## src/rtl/adc_serial_tx_pkg.sv

```systemverilog
package adc_serial_tx_pkg;

  // Strobes from the control to the datapath, all single-cycle except levels
  typedef struct packed {
    logic bitTick;    // bit-clock falling edge seen this cycle
    logic loadLeft;   // left word starts on this tick
    logic loadRight;  // right word starts on this tick
    logic useShort;   // level: 16-bit dithered words
    logic i2sMode;    // level: one-slot delayed framing
  } txStrobes_t;

endpackage

```

## src/rtl/adc_serial_tx_ctrl.sv

```systemverilog
module adc_serial_tx_ctrl
  import adc_serial_tx_pkg::*;
#(
  parameter int SYNC_STAGES = 2,
  parameter int CNT_W       = 8,
  parameter int SHORT_RATIO = 32
) (
  input  logic       clk,
  input  logic       rstN,
  input  logic       sclkIn,
  input  logic       lrckIn,
  input  logic       fmtI2s,
  output txStrobes_t strobes
);

  localparam logic [CNT_W-1:0] CNT_TOP   = '1;
  localparam logic [CNT_W-1:0] SHORT_CNT = CNT_W'(SHORT_RATIO);

  logic [SYNC_STAGES-1:0] sclkPipe;
  logic [SYNC_STAGES-1:0] lrckPipe;

  for (genvar g = 0; g < SYNC_STAGES; g++) begin : gSync
    if (g == 0) begin : gFirst
      always_ff @(posedge clk) begin
        if (!rstN) begin
          sclkPipe[0] <= 1'b0;
          lrckPipe[0] <= 1'b0;
        end else begin
          sclkPipe[0] <= sclkIn;
          lrckPipe[0] <= lrckIn;
        end
      end
    end else begin : gRest
      always_ff @(posedge clk) begin
        if (!rstN) begin
          sclkPipe[g] <= 1'b0;
          lrckPipe[g] <= 1'b0;
        end else begin
          sclkPipe[g] <= sclkPipe[g-1];
          lrckPipe[g] <= lrckPipe[g-1];
        end
      end
    end
  end

  logic sclkNow, lrckNow;
  logic sclkLast, lrckSeen;
  logic fallTick, lrckMoved, leftLevel;
  logic loadLeft, loadRight;
  logic [CNT_W-1:0] edgeCount;
  logic periodValid, haveMeas, lastMeas, shortMode, measShort;

  assign sclkNow   = sclkPipe[SYNC_STAGES-1];
  assign lrckNow   = lrckPipe[SYNC_STAGES-1];
  assign fallTick  = sclkLast & ~sclkNow;
  assign leftLevel = ~fmtI2s;
  assign lrckMoved = lrckNow ^ lrckSeen;
  assign loadLeft  = fallTick & lrckMoved & (lrckNow == leftLevel);
  assign loadRight = fallTick & lrckMoved & (lrckNow != leftLevel);
  assign measShort = (edgeCount == SHORT_CNT);

  always_ff @(posedge clk) begin
    if (!rstN) begin
      sclkLast    <= 1'b0;
      lrckSeen    <= 1'b0;
      edgeCount   <= '0;
      periodValid <= 1'b0;
      haveMeas    <= 1'b0;
      lastMeas    <= 1'b0;
      shortMode   <= 1'b0;
    end else begin
      sclkLast <= sclkNow;
      if (fallTick) begin
        lrckSeen <= lrckNow;
        if (loadLeft) begin
          edgeCount <= CNT_W'(1);
        end else if (edgeCount != CNT_TOP) begin
          edgeCount <= edgeCount + CNT_W'(1);
        end
      end
      if (loadLeft) begin
        periodValid <= 1'b1;
        if (periodValid) begin
          if (haveMeas && (measShort == lastMeas)) begin
            shortMode <= measShort;
          end
          lastMeas <= measShort;
          haveMeas <= 1'b1;
        end
      end
    end
  end

  assign strobes.bitTick   = fallTick;
  assign strobes.loadLeft  = loadLeft;
  assign strobes.loadRight = loadRight;
  assign strobes.useShort  = shortMode;
  assign strobes.i2sMode   = fmtI2s;

  AST_MODE_AT_FRAME_ONLY: assert property (@(posedge clk) disable iff (!rstN)
    !loadLeft |=> $stable(shortMode));

  AST_MODE_NEEDS_HISTORY: assert property (@(posedge clk) disable iff (!rstN)
    !haveMeas |-> !shortMode);

endmodule

```

## src/rtl/adc_serial_tx_dither.sv

```systemverilog
module adc_serial_tx_dither #(
  parameter int              LFSR_W    = 16,
  parameter logic [LFSR_W-1:0] LFSR_TAPS = 16'hB400,
  parameter logic [LFSR_W-1:0] LFSR_SEED = 16'hACE1
) (
  input  logic clk,
  input  logic rstN,
  input  logic step,
  output logic ditherBit
);

  logic [LFSR_W-1:0] lfsrState;
  logic              feedBack;

  assign feedBack  = ^(lfsrState & LFSR_TAPS);
  assign ditherBit = lfsrState[LFSR_W-1];

  always_ff @(posedge clk) begin
    if (!rstN) begin
      lfsrState <= LFSR_SEED;
    end else if (step) begin
      lfsrState <= {lfsrState[LFSR_W-2:0], feedBack};
    end
  end

  AST_LFSR_ALIVE: assert property (@(posedge clk) disable iff (!rstN)
    lfsrState != '0);

  AST_LFSR_HOLDS: assert property (@(posedge clk) disable iff (!rstN)
    !step |=> $stable(lfsrState));

endmodule

```

## src/rtl/adc_serial_tx_dp.sv

```systemverilog
module adc_serial_tx_dp
  import adc_serial_tx_pkg::*;
#(
  parameter int SAMPLE_W = 24,
  parameter int SHORT_W  = 16
) (
  input  logic                clk,
  input  logic                rstN,
  input  txStrobes_t          strobes,
  input  logic                ditherBit,
  input  logic [SAMPLE_W-1:0] leftSample,
  input  logic [SAMPLE_W-1:0] rightSample,
  output logic                sdout
);

  localparam int DROP_W     = SAMPLE_W - SHORT_W;
  localparam int DITHER_POS = DROP_W - 1;
  localparam int TOP        = SAMPLE_W - 1;

  function automatic logic [SAMPLE_W-1:0] shapeWord(
    input logic [SAMPLE_W-1:0] raw,
    input logic                shortMode,
    input logic                dith
  );
    logic [SAMPLE_W-1:0] sum;
    logic [SAMPLE_W-1:0] res;
    sum = raw + (SAMPLE_W'(dith) << DITHER_POS);
    if (!shortMode) begin
      res = raw;
    end else if (!raw[TOP] && sum[TOP]) begin
      res = {1'b0, {(SHORT_W-1){1'b1}}, {DROP_W{1'b0}}};
    end else begin
      res = {sum[TOP -: SHORT_W], {DROP_W{1'b0}}};
    end
    return res;
  endfunction

  logic [SAMPLE_W-1:0] wordLeft, wordRight, loadWord;
  logic [SAMPLE_W-1:0] holdRight, shiftReg;
  logic                sdoutReg;

  assign wordLeft  = shapeWord(leftSample, strobes.useShort, ditherBit);
  assign wordRight = shapeWord(rightSample, strobes.useShort, ditherBit);
  assign loadWord  = strobes.loadLeft ? wordLeft : holdRight;

  always_ff @(posedge clk) begin
    if (!rstN) begin
      holdRight <= '0;
      shiftReg  <= '0;
      sdoutReg  <= 1'b0;
    end else begin
      if (strobes.loadLeft) begin
        holdRight <= wordRight;
      end
      if (strobes.bitTick) begin
        if (strobes.loadLeft || strobes.loadRight) begin
          if (strobes.i2sMode) begin
            sdoutReg <= shiftReg[TOP];
            shiftReg <= loadWord;
          end else begin
            sdoutReg <= loadWord[TOP];
            shiftReg <= loadWord << 1;
          end
        end else begin
          sdoutReg <= shiftReg[TOP];
          shiftReg <= shiftReg << 1;
        end
      end
    end
  end

  assign sdout = sdoutReg;

  AST_QUIET_BETWEEN_TICKS: assert property (@(posedge clk) disable iff (!rstN)
    !strobes.bitTick |=> $stable(sdoutReg));

  AST_LOAD_ON_TICK: assert property (@(posedge clk) disable iff (!rstN)
    (strobes.loadLeft || strobes.loadRight) |-> strobes.bitTick);

  AST_FULL_PASS: assert property (@(posedge clk) disable iff (!rstN)
    strobes.loadLeft && !strobes.useShort |=> holdRight == $past(rightSample));

  AST_SHORT_LOW_ZERO: assert property (@(posedge clk) disable iff (!rstN)
    strobes.loadLeft && strobes.useShort |=> holdRight[DROP_W-1:0] == '0);

  AST_NO_SIGN_FLIP: assert property (@(posedge clk) disable iff (!rstN)
    strobes.loadLeft && strobes.useShort && !rightSample[TOP] |=> !holdRight[TOP]);

endmodule

```

## src/rtl/adc_serial_tx.sv

```systemverilog
module adc_serial_tx
  import adc_serial_tx_pkg::*;
#(
  parameter int SAMPLE_W    = 24,
  parameter int SHORT_W     = 16,
  parameter int SHORT_RATIO = 32,
  parameter int CNT_W       = 8,
  parameter int SYNC_STAGES = 2,
  parameter int LFSR_W      = 16
) (
  input  logic                clk,
  input  logic                rstN,
  input  logic                sclkIn,
  input  logic                lrckIn,
  input  logic                fmtI2s,
  input  logic [SAMPLE_W-1:0] leftSample,
  input  logic [SAMPLE_W-1:0] rightSample,
  output logic                sdout,
  output logic                fmtExport
);

  txStrobes_t strobes;
  logic       ditherBit;

  adc_serial_tx_ctrl #(
    .SYNC_STAGES(SYNC_STAGES),
    .CNT_W      (CNT_W),
    .SHORT_RATIO(SHORT_RATIO)
  ) u_ctrl (
    .clk    (clk),
    .rstN   (rstN),
    .sclkIn (sclkIn),
    .lrckIn (lrckIn),
    .fmtI2s (fmtI2s),
    .strobes(strobes)
  );

  adc_serial_tx_dither #(
    .LFSR_W(LFSR_W)
  ) u_dither (
    .clk      (clk),
    .rstN     (rstN),
    .step     (strobes.loadLeft),
    .ditherBit(ditherBit)
  );

  adc_serial_tx_dp #(
    .SAMPLE_W(SAMPLE_W),
    .SHORT_W (SHORT_W)
  ) u_dp (
    .clk        (clk),
    .rstN       (rstN),
    .strobes    (strobes),
    .ditherBit  (ditherBit),
    .leftSample (leftSample),
    .rightSample(rightSample),
    .sdout      (sdout)
  );

  assign fmtExport = fmtI2s;

endmodule

```

## config.mk

```make
export PLATFORM = sky130hd
export DESIGN_NAME = adc_serial_tx
export DESIGN_NICKNAME = d
export VERILOG_FILES = /design/src/rtl/adc_serial_tx_pkg.sv /design/src/rtl/adc_serial_tx_ctrl.sv /design/src/rtl/adc_serial_tx_dither.sv /design/src/rtl/adc_serial_tx_dp.sv /design/src/rtl/adc_serial_tx.sv
export SDC_FILE = /design/constraint.sdc
export NUM_CORES = 1
export LEC_CHECK = 0
export CAP_MARGIN = 20
export CORE_AREA = 2 2 88 90
export DETAILED_ROUTE_END_ITERATION = 8
export DIE_AREA = 0 0 90 92
export PLACE_DENSITY = 0.81
export SYNTH_ARGS = -nofsm -noshare
export SYNTH_HDL_FRONTEND = slang
export SYNTH_SLANG_ARGS = --single-unit
```

## constraint.sdc

```tcl
create_clock -name clk -period 4.2 [get_ports clk]
set_clock_uncertainty 0.15 [all_clocks]
set_input_delay 0.63 -clock clk [delete_from_list [all_inputs] [get_ports clk]]
set_output_delay 0.63 -clock clk [all_outputs]
set_load 0.03 [all_outputs]
```

==> results of run 1 <==
[routing by layer]
layer / global-route usage, % / up-vias / part of all wire [%]
met2: 42.5 / 148 / 48
met5: 0 / - / 0
li1: - / 2017 / -
met3: 6.82 / 7 / 7.6
met1: 35.4 / 1933 / 44
met4: 5.77 / 0 / 0.64
[cell usage after synthesis, drive strengths merged, types with 5 or more instances]
master / number / share of area [%]
a211oi: 12 / 2.1
a21oi: 52 / 6.6
a222oi: 6 / 1.4
a22o: 8 / 1.6
a22oi: 11 / 1.9
and2: 9 / 1.3
and3: 10 / 1.5
buf: 11 / 1.6
clkbuf: 26 / 2.3
dfxtp: 83 / 39
inv: 6 / 0.53
nand2: 60 / 5.3
nand3: 29 / 3.4
nand4: 16 / 2.3
nor2: 48 / 4.4
nor3: 9 / 1.1
nor4: 8 / 1.2
o211ai: 6 / 1.1
o21ai: 41 / 4.8
or3: 5 / 0.73
xnor2: 14 / 2.9
xor2: 18 / 3.7
[path summary, 6_finish.rpt]
path,to,slack [ns],cells past startpoint
worst max-delay path,u_dp.shiftReg[3]$_SDFFE_PN0P_,1.21,8
worst min-delay path,u_ctrl.sclkNow$_SDFF_PN0_,0.31,1
worst max register to register,u_dp.shiftReg[3]$_SDFFE_PN0P_,1.57,6
worst min register to register,u_ctrl.sclkNow$_SDFF_PN0_,0.31,1
[worst max-delay path: cells and delay by family]
family,cells,cell delay (ns)
AO/OA/AOI/OAI,4,1.11
buffers and inverters,3,0.92
AND/OR/NAND/NOR,1,0.41
[stage by stage]
step                      instance area (um2)  power (uW)  hold slack [ns]
after CTS                                5020        1470            0.310
after detailed placement                 4840         960            0.293
after global placement                   4840         958            0.273
after global routing                     5020        1520            0.332
final                                    5020        1470            0.307
after floorplan                          4260         880            0.262
[area by class of cell]
| type | instances | share of cell area, % |
|---|---|---|
| sequential | 83 | 33.1 |
| clock buffer | 12 | 2.89 |
| multi-input combinational | 406 | 47.9 |
| tap | 102 | 2.54 |
| inverter | 7 | 0.523 |
| timing repair buffer | 65 | 12.4 |
| clock inverter | 4 | 0.672 |
[sequential cells by signal (all words and copies together), names as in the netlist]
name	cells
u_dither.lfsrState	16
u_dp.shiftReg	24
u_dp.holdRight	24
u_ctrl.sclkLast	1
u_ctrl.lrckSeen	1
u_ctrl.edgeCount	8
u_dp.sdout	1
u_ctrl.lrckNow	1
u_ctrl.sclkNow	1
u_ctrl.haveMeas	1
u_ctrl.sclkPipe	1
u_ctrl.lastMeas	1
u_ctrl.lrckPipe	1
u_ctrl.shortMode	1
u_ctrl.periodValid	1
[logic make-up (layout without fill, tap and decap cells)]
group                      after synthesis  after routing  share of synthesized area [%]
and+or+nand+nor                        210            210                           24.2
DFF                                     83             83                           39.0
AOI/OAI and AO/OA                      156            156                           23.6
muxes                                    4              4                          0.940
buffers and inverters                   44             88                           4.52
adders and majority gates                4              4                           1.17
xor gates and xnor gates                32             32                           6.58
[power by group through the flow]
stage / registers [uW] / clock network (uW) / logic [uW]
final: 803 / 522 / 140
after floorplan: 819 / 0 / 60.8
after CTS: 803 / 532 / 139
after global routing: 804 / 565 / 153
after global placement: 821 / 0 / 138
after detailed placement: 821 / 0 / 139
==> results.py, run 1 <==
metrics = {
    "route": {
        "wl_um": 10600,
        "drc": 0,
        "via_per_inst": 6.05,
        "firstDrtPassIters": 6,
        "drtIter0Drc": 286,
        "wl_per_cell_um": 15.7,
        "detail-route-antenna-nets": 0,
        "routed-via-count": 4105,
    },
    "logic_synthesis": {
        "synthesis.nets": 590,
        "yosysSeqAreaShare_pct": 39.0,
        "synth_top_flop_cell": "dfxtp_1",
        "synth-seq-cells": 83,
        "ys_types": 55,
        "synth_edf_count": 0,
        "postSynthAreaPerCell_um2": 7.99,
        "yosysWarnings": 0,
        "syn-cell-area_mm2": 0.00426,
        "synthArstFlopShare_pct": 0,
        "syn_inst": 533,
    },
    "clock_network": {
        "clkTransAtPathRegs_ns": 0.09,
        "cts_root_buf": "clkbuf_8",
        "clock-sinks": 83,
        "h-tree-depth": 3,
        "numCtsBuffers": 9,
        "post_cts_buffers": 0,
        "cts_tree": "done",
        "ctsResizeCount": 0,
        "clockBufferDepth": 2,
        "clk_latency_ns": 0.35,
        "postCtsHoldBufs": 0,
    },
    "status": {
        "run_status": "completed",
    },
    "global_routing": {
        "grt_antenna_before_repair": 0,
        "grt_pass1_vias": 3683,
        "grtUsageTotal_pct": 26.2,
        "grt_overflow": 0,
        "grt_pass1_wl_um": 17600,
        "grt_max_degree": 45,
    },
    "timing": {
        "drv_slew": 0,
        "finalSetupViolations": 0,
        "fin_setup_tns_ns": 0,
        "fin_ws_ns": 1.21,
        "slew_headroom_pct": 56.6,
        "rsz0062_at_grt": "false",
        "tightest_slew_ns": 0.650,
        "fmax_ghz": 0.334,
        "hold_viol": 0,
        "min_period_over_period_pct": 71.2,
        "finalCriticalPeriod_ns": 2.99,
    },
    "critical_path": {
        "slowest_delay_ns": 0.41,
        "cp.required_ns": 4.29,
        "r2r_start": "u_ctrl.lrckNow$_SDFF_PN0_",
        "cp-end-kind": "flop",
        "startpoint_type": "input port",
        "critPathKind": "in -> reg",
        "cp_cell_sequence": "clkdlybuf4s50_1 > buf_4 > or3b_4 > a21o_1 > buf_4 > a22o_1 > a222oi_1 > a21oi_1",
        "cp_common_cell": "buf_4",
        "crit_slowest_cell": "or3b_4",
        "arrival_ns": 3.08,
        "crit_start": "fmtI2s",
        "path_max_fanout": 34,
    },
    "cells_and_area": {
        "seq_area_mm2": 0.00166,
        "area_growth_syn_to_layout_pct": 17.9,
        "layout-drive-gt1-share_pct": 5.72,
        "n_antenna_cell": 0,
        "final_util_pct": 67.5,
        "fillers": 637,
        "final_cell_mix": "dfxtp_1, nand2_1, clkdlybuf4s50_1, a21oi_1, nor2_1",
        "layout.nets": 629,
        "final_common_cell": "dfxtp_1",
        "fin_cells": 679,
        "multi_input_area_mm2": 0.00241,
    },
    "floorplan": {
        "rows": 32,
        "die_area_mm2": 0.00828,
        "die_h_um": 92,
        "die_w_um": 90,
        "initial_core_util_pct": 57.2,
        "coreArea_mm2": 0.00745,
        "io_pins": 55,
    },
    "flow_run": {
        "drv_cap": 0,
    },
    "power": {
        "p_sw_uw": 362,
        "combinationalPowerShare_pct": 9.6,
        "p_int_uw": 1100,
        "leakage_uw": 0.00173,
        "swShare_pct": 24.7,
        "peakVddDrop_mv": 0.248,
        "seq_power_share_pct": 54.8,
        "clock_power_share_pct": 35.6,
        "p_per_area_mw_per_mm2": 292,
    },
    "worst_hold_path": {
        "hp-start": "u_ctrl.sclkPipe[0]$_SDFF_PN0_",
        "hp-class": "reg -> reg",
    },
    "place": {
        "dpl.cell_count": 662,
        "dpl_worst_slack_ns": 0.843,
        "gp_congestion": 0.902,
        "hpwl_um": 7740,
        "port_buffers": 54,
    },
}
No activity file was read; power rests on OpenSTA's default activity.
==> inputs of run 2 (changes only) <==
--- a/config.mk
+++ b/config.mk
@@ -6,10 +6,10 @@
 export NUM_CORES = 1
 export LEC_CHECK = 0
 export CAP_MARGIN = 20
-export CORE_AREA = 2 2 88 90
+export CORE_AREA = 2 2 92 94
 export DETAILED_ROUTE_END_ITERATION = 8
-export DIE_AREA = 0 0 90 92
-export PLACE_DENSITY = 0.81
+export DIE_AREA = 0 0 94 96
+export PLACE_DENSITY = 0.74
 export SYNTH_ARGS = -nofsm -noshare
 export SYNTH_HDL_FRONTEND = slang
 export SYNTH_SLANG_ARGS = --single-unit
==> constraint.sdc (replaced) <==
create_clock -name clk -period 2.8 [get_ports clk]
set_clock_uncertainty 0.15 [all_clocks]
set_input_delay 0.42 -clock clk [delete_from_list [all_inputs] [get_ports clk]]
set_output_delay 0.42 -clock clk [all_outputs]
set_load 0.03 [all_outputs]
==> run 2 against run 1 <==
Count of clock-buffer cells in the layout shrank 2. Non-clock buffer count up 27. Clock power grew 73%. Critical path depth increased by 1. Setup slack lost 0.95 ns. Global-route usage rose by 0.11 points. Flip-flop and latch count stayed put. Cell area rose by 5.2%. Register-to-register slack worse by 1.2 ns.
==> results.py, run 2 (synthesis gave the netlist of run 1 again) <==
metrics = {
    "floorplan": {
        "die_h_um": 96,
        "die_w_um": 94,
        "rows": 33,
        "coreArea_mm2": 0.00805,
        "die_area_mm2": 0.00902,
        "initial_core_util_pct": 52.9,
        "io_pins": 55,
    },
    "critical_path": {
        "slowest_delay_ns": 0.47,
        "startpoint_type": "input port",
        "crit_slowest_cell": "clkdlybuf4s50_1",
        "critPathKind": "in -> reg",
        "cp.required_ns": 2.86,
        "cp_cell_sequence": "clkdlybuf4s50_1 > and2_1 > ha_1 > nand4_1 > nor4_1 > mux2i_1 > o21ai_0 > a2111oi_0 > a211oi_1",
        "path_max_fanout": 2,
        "cp-end-kind": "flop",
        "crit_buf_inv": 1,
        "arrival_ns": 2.61,
        "critPathTopFamily": "simple AND/OR/NAND/NOR gates",
        "r2r_slack_ns": 0.41,
    },
    "route": {
        "via_per_inst": 6.04,
        "drtIter0Drc": 305,
        "drc": 0,
        "detail-route-antenna-nets": 0,
        "wl_per_cell_um": 16.2,
        "routed-via-count": 4283,
        "wl_um": 11500,
        "firstDrtPassIters": 5,
    },
    "place": {
        "gp_congestion": 0.935,
        "hpwl_um": 8480,
        "placedInstanceArea_mm2": 0.00508,
        "dpl_worst_slack_ns": -0.0723,
        "dpl.cell_count": 693,
        "port_buffers": 54,
    },
    "timing": {
        "drv_slew": 0,
        "slew_headroom_pct": 65.5,
        "hold_viol": 0,
        "fmax_ghz": 0.393,
        "rsz0062_at_grt": "false",
        "tightest_slew_ns": 0.514,
        "min_period_over_period_pct": 90.9,
        "hold-worst-slack_ns": 0.293,
        "fin_setup_tns_ns": 0,
        "finalSetupViolations": 0,
        "fin_ws_ns": 0.256,
        "finalCriticalPeriod_ns": 2.54,
    },
    "clock_network": {
        "h-tree-depth": 3,
        "clk_latency_ns": 0.36,
        "cts_root_buf": "clkbuf_8",
        "numCtsBuffers": 9,
        "post_cts_buffers": 0,
        "clock-sinks": 83,
        "clkTransAtPathRegs_ns": 0.09,
        "ctsResizeCount": 0,
        "clockBufferDepth": 2,
        "cts_tree": "done",
        "postCtsHoldBufs": 0,
    },
    "cells_and_area": {
        "fin_cells": 709,
        "layout-drive-gt1-share_pct": 10.3,
        "multi_input_area_mm2": 0.00241,
        "design_area_mm2": 0.00528,
        "reg_top3": "u_dp.holdRight x24, u_dp.shiftReg x24, u_dither.lfsrState x16",
        "layout.nets": 656,
        "n_antenna_cell": 0,
        "final_cell_mix": "dfxtp_1, nand2_1, clkdlybuf4s50_1, a21oi_1, nor2_1",
        "final_common_cell": "dfxtp_1",
        "area_growth_syn_to_layout_pct": 24.0,
        "fillers": 715,
        "seq_area_mm2": 0.00166,
    },
    "status": {
        "run_status": "completed",
    },
    "global_routing": {
        "grt_overflow": 0,
        "grt_max_degree": 30,
        "grt_pass1_vias": 3959,
        "grtUsageTotal_pct": 26.3,
        "grt_pass1_wl_um": 18800,
        "grt_antenna_before_repair": 0,
    },
    "flow_run": {
        "drv_cap": 0,
    },
    "power": {
        "p_per_area_mw_per_mm2": 442,
        "leakage_uw": 0.00189,
        "peakVddDrop_mv": 0.240,
    },
    "worst_hold_path": {
        "hp-class": "reg -> reg",
    },
}
==> run 2: cell count changes in the layout (fill, tap and decap cells not counted) <==
| cell | before | now |
|---|---|---|
| buf_12 | 0 | 2 |
| buf_4 | 11 | 36 |
| bufinv_16 | 0 | 1 |
| clkbuf_1 | 2 | 0 |
| clkinv_2 | 0 | 1 |
| clkinv_4 | 2 | 0 |
| inv_6 | 1 | 3 |
==> run 2: metrics by stage <==
stage | power, uW | utilization [%]
2_1_floorplan | 1320 | -
3_3_place_gp | 1460 | 63.0
3_5_place_dp | 1460 | 63.0
4_1_cts | 2350 | 65.6
5_1_grt | 2410 | 65.6
6_report | 2330 | 65.6
==> run 2: cell type report <==
type                            count  area share, %
Multi-Input combinational cell    406           45.5
Sequential cell                    83           31.5
Timing Repair Buffer               92           16.1
Clock buffer                       10           2.61
Tap cell                          105           2.49
Clock inverter                      6           1.30
Inverter                            7          0.497
==> run 2: worst min-delay path, delay by kind of cell, from the launching register on <==
family          cells  cell delay, ns
simple gates        1            0.05
flops               1            0.32
compound gates      1            0.05
==> run 2: routing by layer <==
layer  share of wire (%)  track usage (%)
met1                  45             36.2
met2                  48             43.1
met3                 6.2             4.93
met4                 1.0             6.40
met5                   0                0
==> run 2: path summary, 6_finish.rpt <==
| kind | end | start | cells after the start |
|---|---|---|---|
| setup / recovery | u_dp.shiftReg[22]$_SDFFE_PN0P_ | leftSample[7] | 9 |
| hold / removal | u_dither.lfsrState[1]$_SDFFE_PN0P_ | u_dither.lfsrState[0]$_SDFFE_PN1P_ | 2 |
| setup reg to reg | u_dp.shiftReg[9]$_SDFFE_PN0P_ | u_ctrl.lrckNow$_SDFF_PN0_ | 7 |
| hold reg to reg | u_dither.lfsrState[1]$_SDFFE_PN0P_ | u_dither.lfsrState[0]$_SDFFE_PN1P_ | 2 |
==> run 2: power by group <==
group          total [uW]  internal (uW)  switching (uW)
clock network         901            445             457
registers            1200           1190            9.15
logic                 229            119             110
total                2330           1760             576
==> inputs of run 3 (changes only) <==
--- a/config.mk
+++ b/config.mk
@@ -7,8 +7,10 @@
 export LEC_CHECK = 0
 export CAP_MARGIN = 20
 export CORE_AREA = 2 2 92 94
+export CTS_BUF_LIST = sky130_fd_sc_hd__clkbuf_8 sky130_fd_sc_hd__clkbuf_16
 export DETAILED_ROUTE_END_ITERATION = 8
 export DIE_AREA = 0 0 94 96
+export GPL_ROUTABILITY_DRIVEN = 0
 export PLACE_DENSITY = 0.74
 export SYNTH_ARGS = -nofsm -noshare
 export SYNTH_HDL_FRONTEND = slang
==> run 3 against run 2 <==
Sequential power hardly changed. Sequential share of layout area rose by 0.21 points. Power shrank 2.0%. Combinational power decreased by 2%. Register-to-register slack got worse by 0.02 ns. Critical path type unchanged. Critical endpoint is now u_dp.shiftReg[10]$_SDFFE_PN0P_. Largest power group unchanged. Highest routed layer unchanged.
==> results.py, run 3 (synthesis gave the netlist of run 1 again) <==
metrics = {
    "route": {
        "drtIter0Drc": 303,
        "firstDrtPassIters": 5,
        "drc": 0,
        "via_per_inst": 5.95,
        "wl_um": 11000,
        "routed-via-count": 4204,
        "detail-route-antenna-nets": 0,
        "wl_per_cell_um": 15.6,
    },
    "cells_and_area": {
        "final_common_cell": "dfxtp_1",
        "layout-drive-gt1-share_pct": 9.82,
        "fin_cells": 706,
        "reg_top3": "u_dp.holdRight x24, u_dp.shiftReg x24, u_dither.lfsrState x16",
        "n_antenna_cell": 0,
        "layout.nets": 654,
        "final_cell_mix": "dfxtp_1, nand2_1, clkdlybuf4s50_1, a21oi_1, nor2_1",
        "area_growth_syn_to_layout_pct": 23.2,
    },
    "timing": {
        "fmax_ghz": 0.399,
        "drv_slew": 0,
        "slew_headroom_pct": 57.3,
        "finalCriticalPeriod_ns": 2.51,
        "finalSetupViolations": 0,
        "hold_viol": 0,
        "min_period_over_period_pct": 89.6,
        "rsz0062_at_grt": "false",
        "tightest_slew_ns": 0.636,
        "fin_ws_ns": 0.291,
    },
    "critical_path": {
        "critPathKind": "in -> reg",
        "cp.required_ns": 2.91,
        "cp-end-kind": "flop",
        "startpoint_type": "input port",
        "arrival_ns": 2.62,
        "path_max_fanout": 9,
    },
    "floorplan": {
        "initial_core_util_pct": 52.9,
        "die_w_um": 94,
        "rows": 33,
        "die_h_um": 96,
        "die_area_mm2": 0.00902,
        "io_pins": 55,
        "coreArea_mm2": 0.00805,
    },
    "global_routing": {
        "grt_pass1_vias": 3888,
        "grtUsageTotal_pct": 25.3,
        "grt_overflow": 0,
        "grt_max_degree": 37,
        "grt_antenna_before_repair": 0,
        "grt_pass1_wl_um": 18100,
    },
    "clock_network": {
        "h-tree-depth": 3,
        "post_cts_buffers": 0,
        "postCtsHoldBufs": 0,
        "clk_latency_ns": 0.36,
        "clkTransAtPathRegs_ns": 0.08,
        "cts_root_buf": "clkbuf_8",
        "cts_tree": "done",
        "numCtsBuffers": 9,
        "ctsResizeCount": 0,
        "clock-sinks": 83,
        "clockBufferDepth": 2,
    },
    "power": {
        "clock_power_share_pct": 37.6,
        "leakage_uw": 0.00186,
        "p_int_uw": 1750,
        "p_per_area_mw_per_mm2": 436,
        "seq_power_share_pct": 52.6,
        "p_sw_uw": 542,
        "swShare_pct": 23.7,
        "peakVddDrop_mv": 0.344,
        "combinationalPowerShare_pct": 9.9,
    },
    "place": {
        "dpl_worst_slack_ns": -0.0510,
        "dpl.cell_count": 691,
        "hpwl_um": 8170,
        "port_buffers": 54,
    },
    "status": {
        "run_status": "completed",
    },
    "worst_hold_path": {
        "hp-class": "reg -> reg",
    },
    "flow_run": {
        "drv_cap": 0,
    },
}
run 3: cell types whose count changed in the layout (fill, tap and decap cells not counted), sizes merged:
cell / previous run / this run
buf: 38 / 36
clkinv: 2 / 1
clkinvlp: 1 / 3
inv: 9 / 7
run 3: area by class of cell:
type	instances	area (um2)
Fill cell	669	2800
Multi-Input combinational cell	406	2410
Sequential cell	83	1660
Timing Repair Buffer	90	823
Clock buffer	10	138
Tap cell	105	131
Clock inverter	5	61.3
Inverter	7	26.3
run 3: path summary, 6_finish.rpt:
path                                                    start                        endpoint  slack [ns]  cells past startpoint
worst max-delay path                            leftSample[7]  u_dp.shiftReg[10]$_SDFFE_PN0P_        0.29                     10
worst min-delay path            u_ctrl.sclkPipe[0]$_SDFF_PN0_       u_ctrl.sclkNow$_SDFF_PN0_        0.30                      1
worst max register to register      u_ctrl.lrckNow$_SDFF_PN0_   u_dp.shiftReg[9]$_SDFFE_PN0P_        0.39                      7
worst min register to register  u_ctrl.sclkPipe[0]$_SDFF_PN0_       u_ctrl.sclkNow$_SDFF_PN0_        0.30                      1
run 3: worst max-delay path, cell delays in order:
cell and delay (ns):
clkdlybuf4s50_1 0.49, and2_1 0.15, ha_1 0.16, nand4_1 0.13, buf_4 0.17, nor2_1 0.28, a21oi_4 0.15, a21oi_1 0.30
nor2_1 0.07, nor4_1 0.29
run 3: power groups by stage:
stage                     Sequential (uW)  Combinational [uW]  Clock [uW]
after floorplan                      1230                91.2           0
after global placement               1230                 220           0
after detailed placement             1230                 223           0
after CTS                            1200                 224         875
after global routing                 1210                 243         928
final                                1200                 225         859
run 3: per-layer routing:
metal  GRT usage [%]  share of wire [%]
met2            42.9                 48
met5               0                  0
met3            5.17                6.0
met1            33.1                 45
met4            6.28               0.99
run 3: metrics by stage:
step	hold WS, ns	total power (uW)	setup TNS, ns	utilization, %	area, um2
5_1_grt	0.322	2380	0	65.2	5250
2_1_floorplan	0.262	1320	0	-	4260
3_3_place_gp	0.279	1450	0	62.7	5050
4_1_cts	0.298	2300	0	65.2	5250
3_5_place_dp	0.281	1450	-0.0610	62.7	5050
6_report	0.300	2290	0	65.2	5250
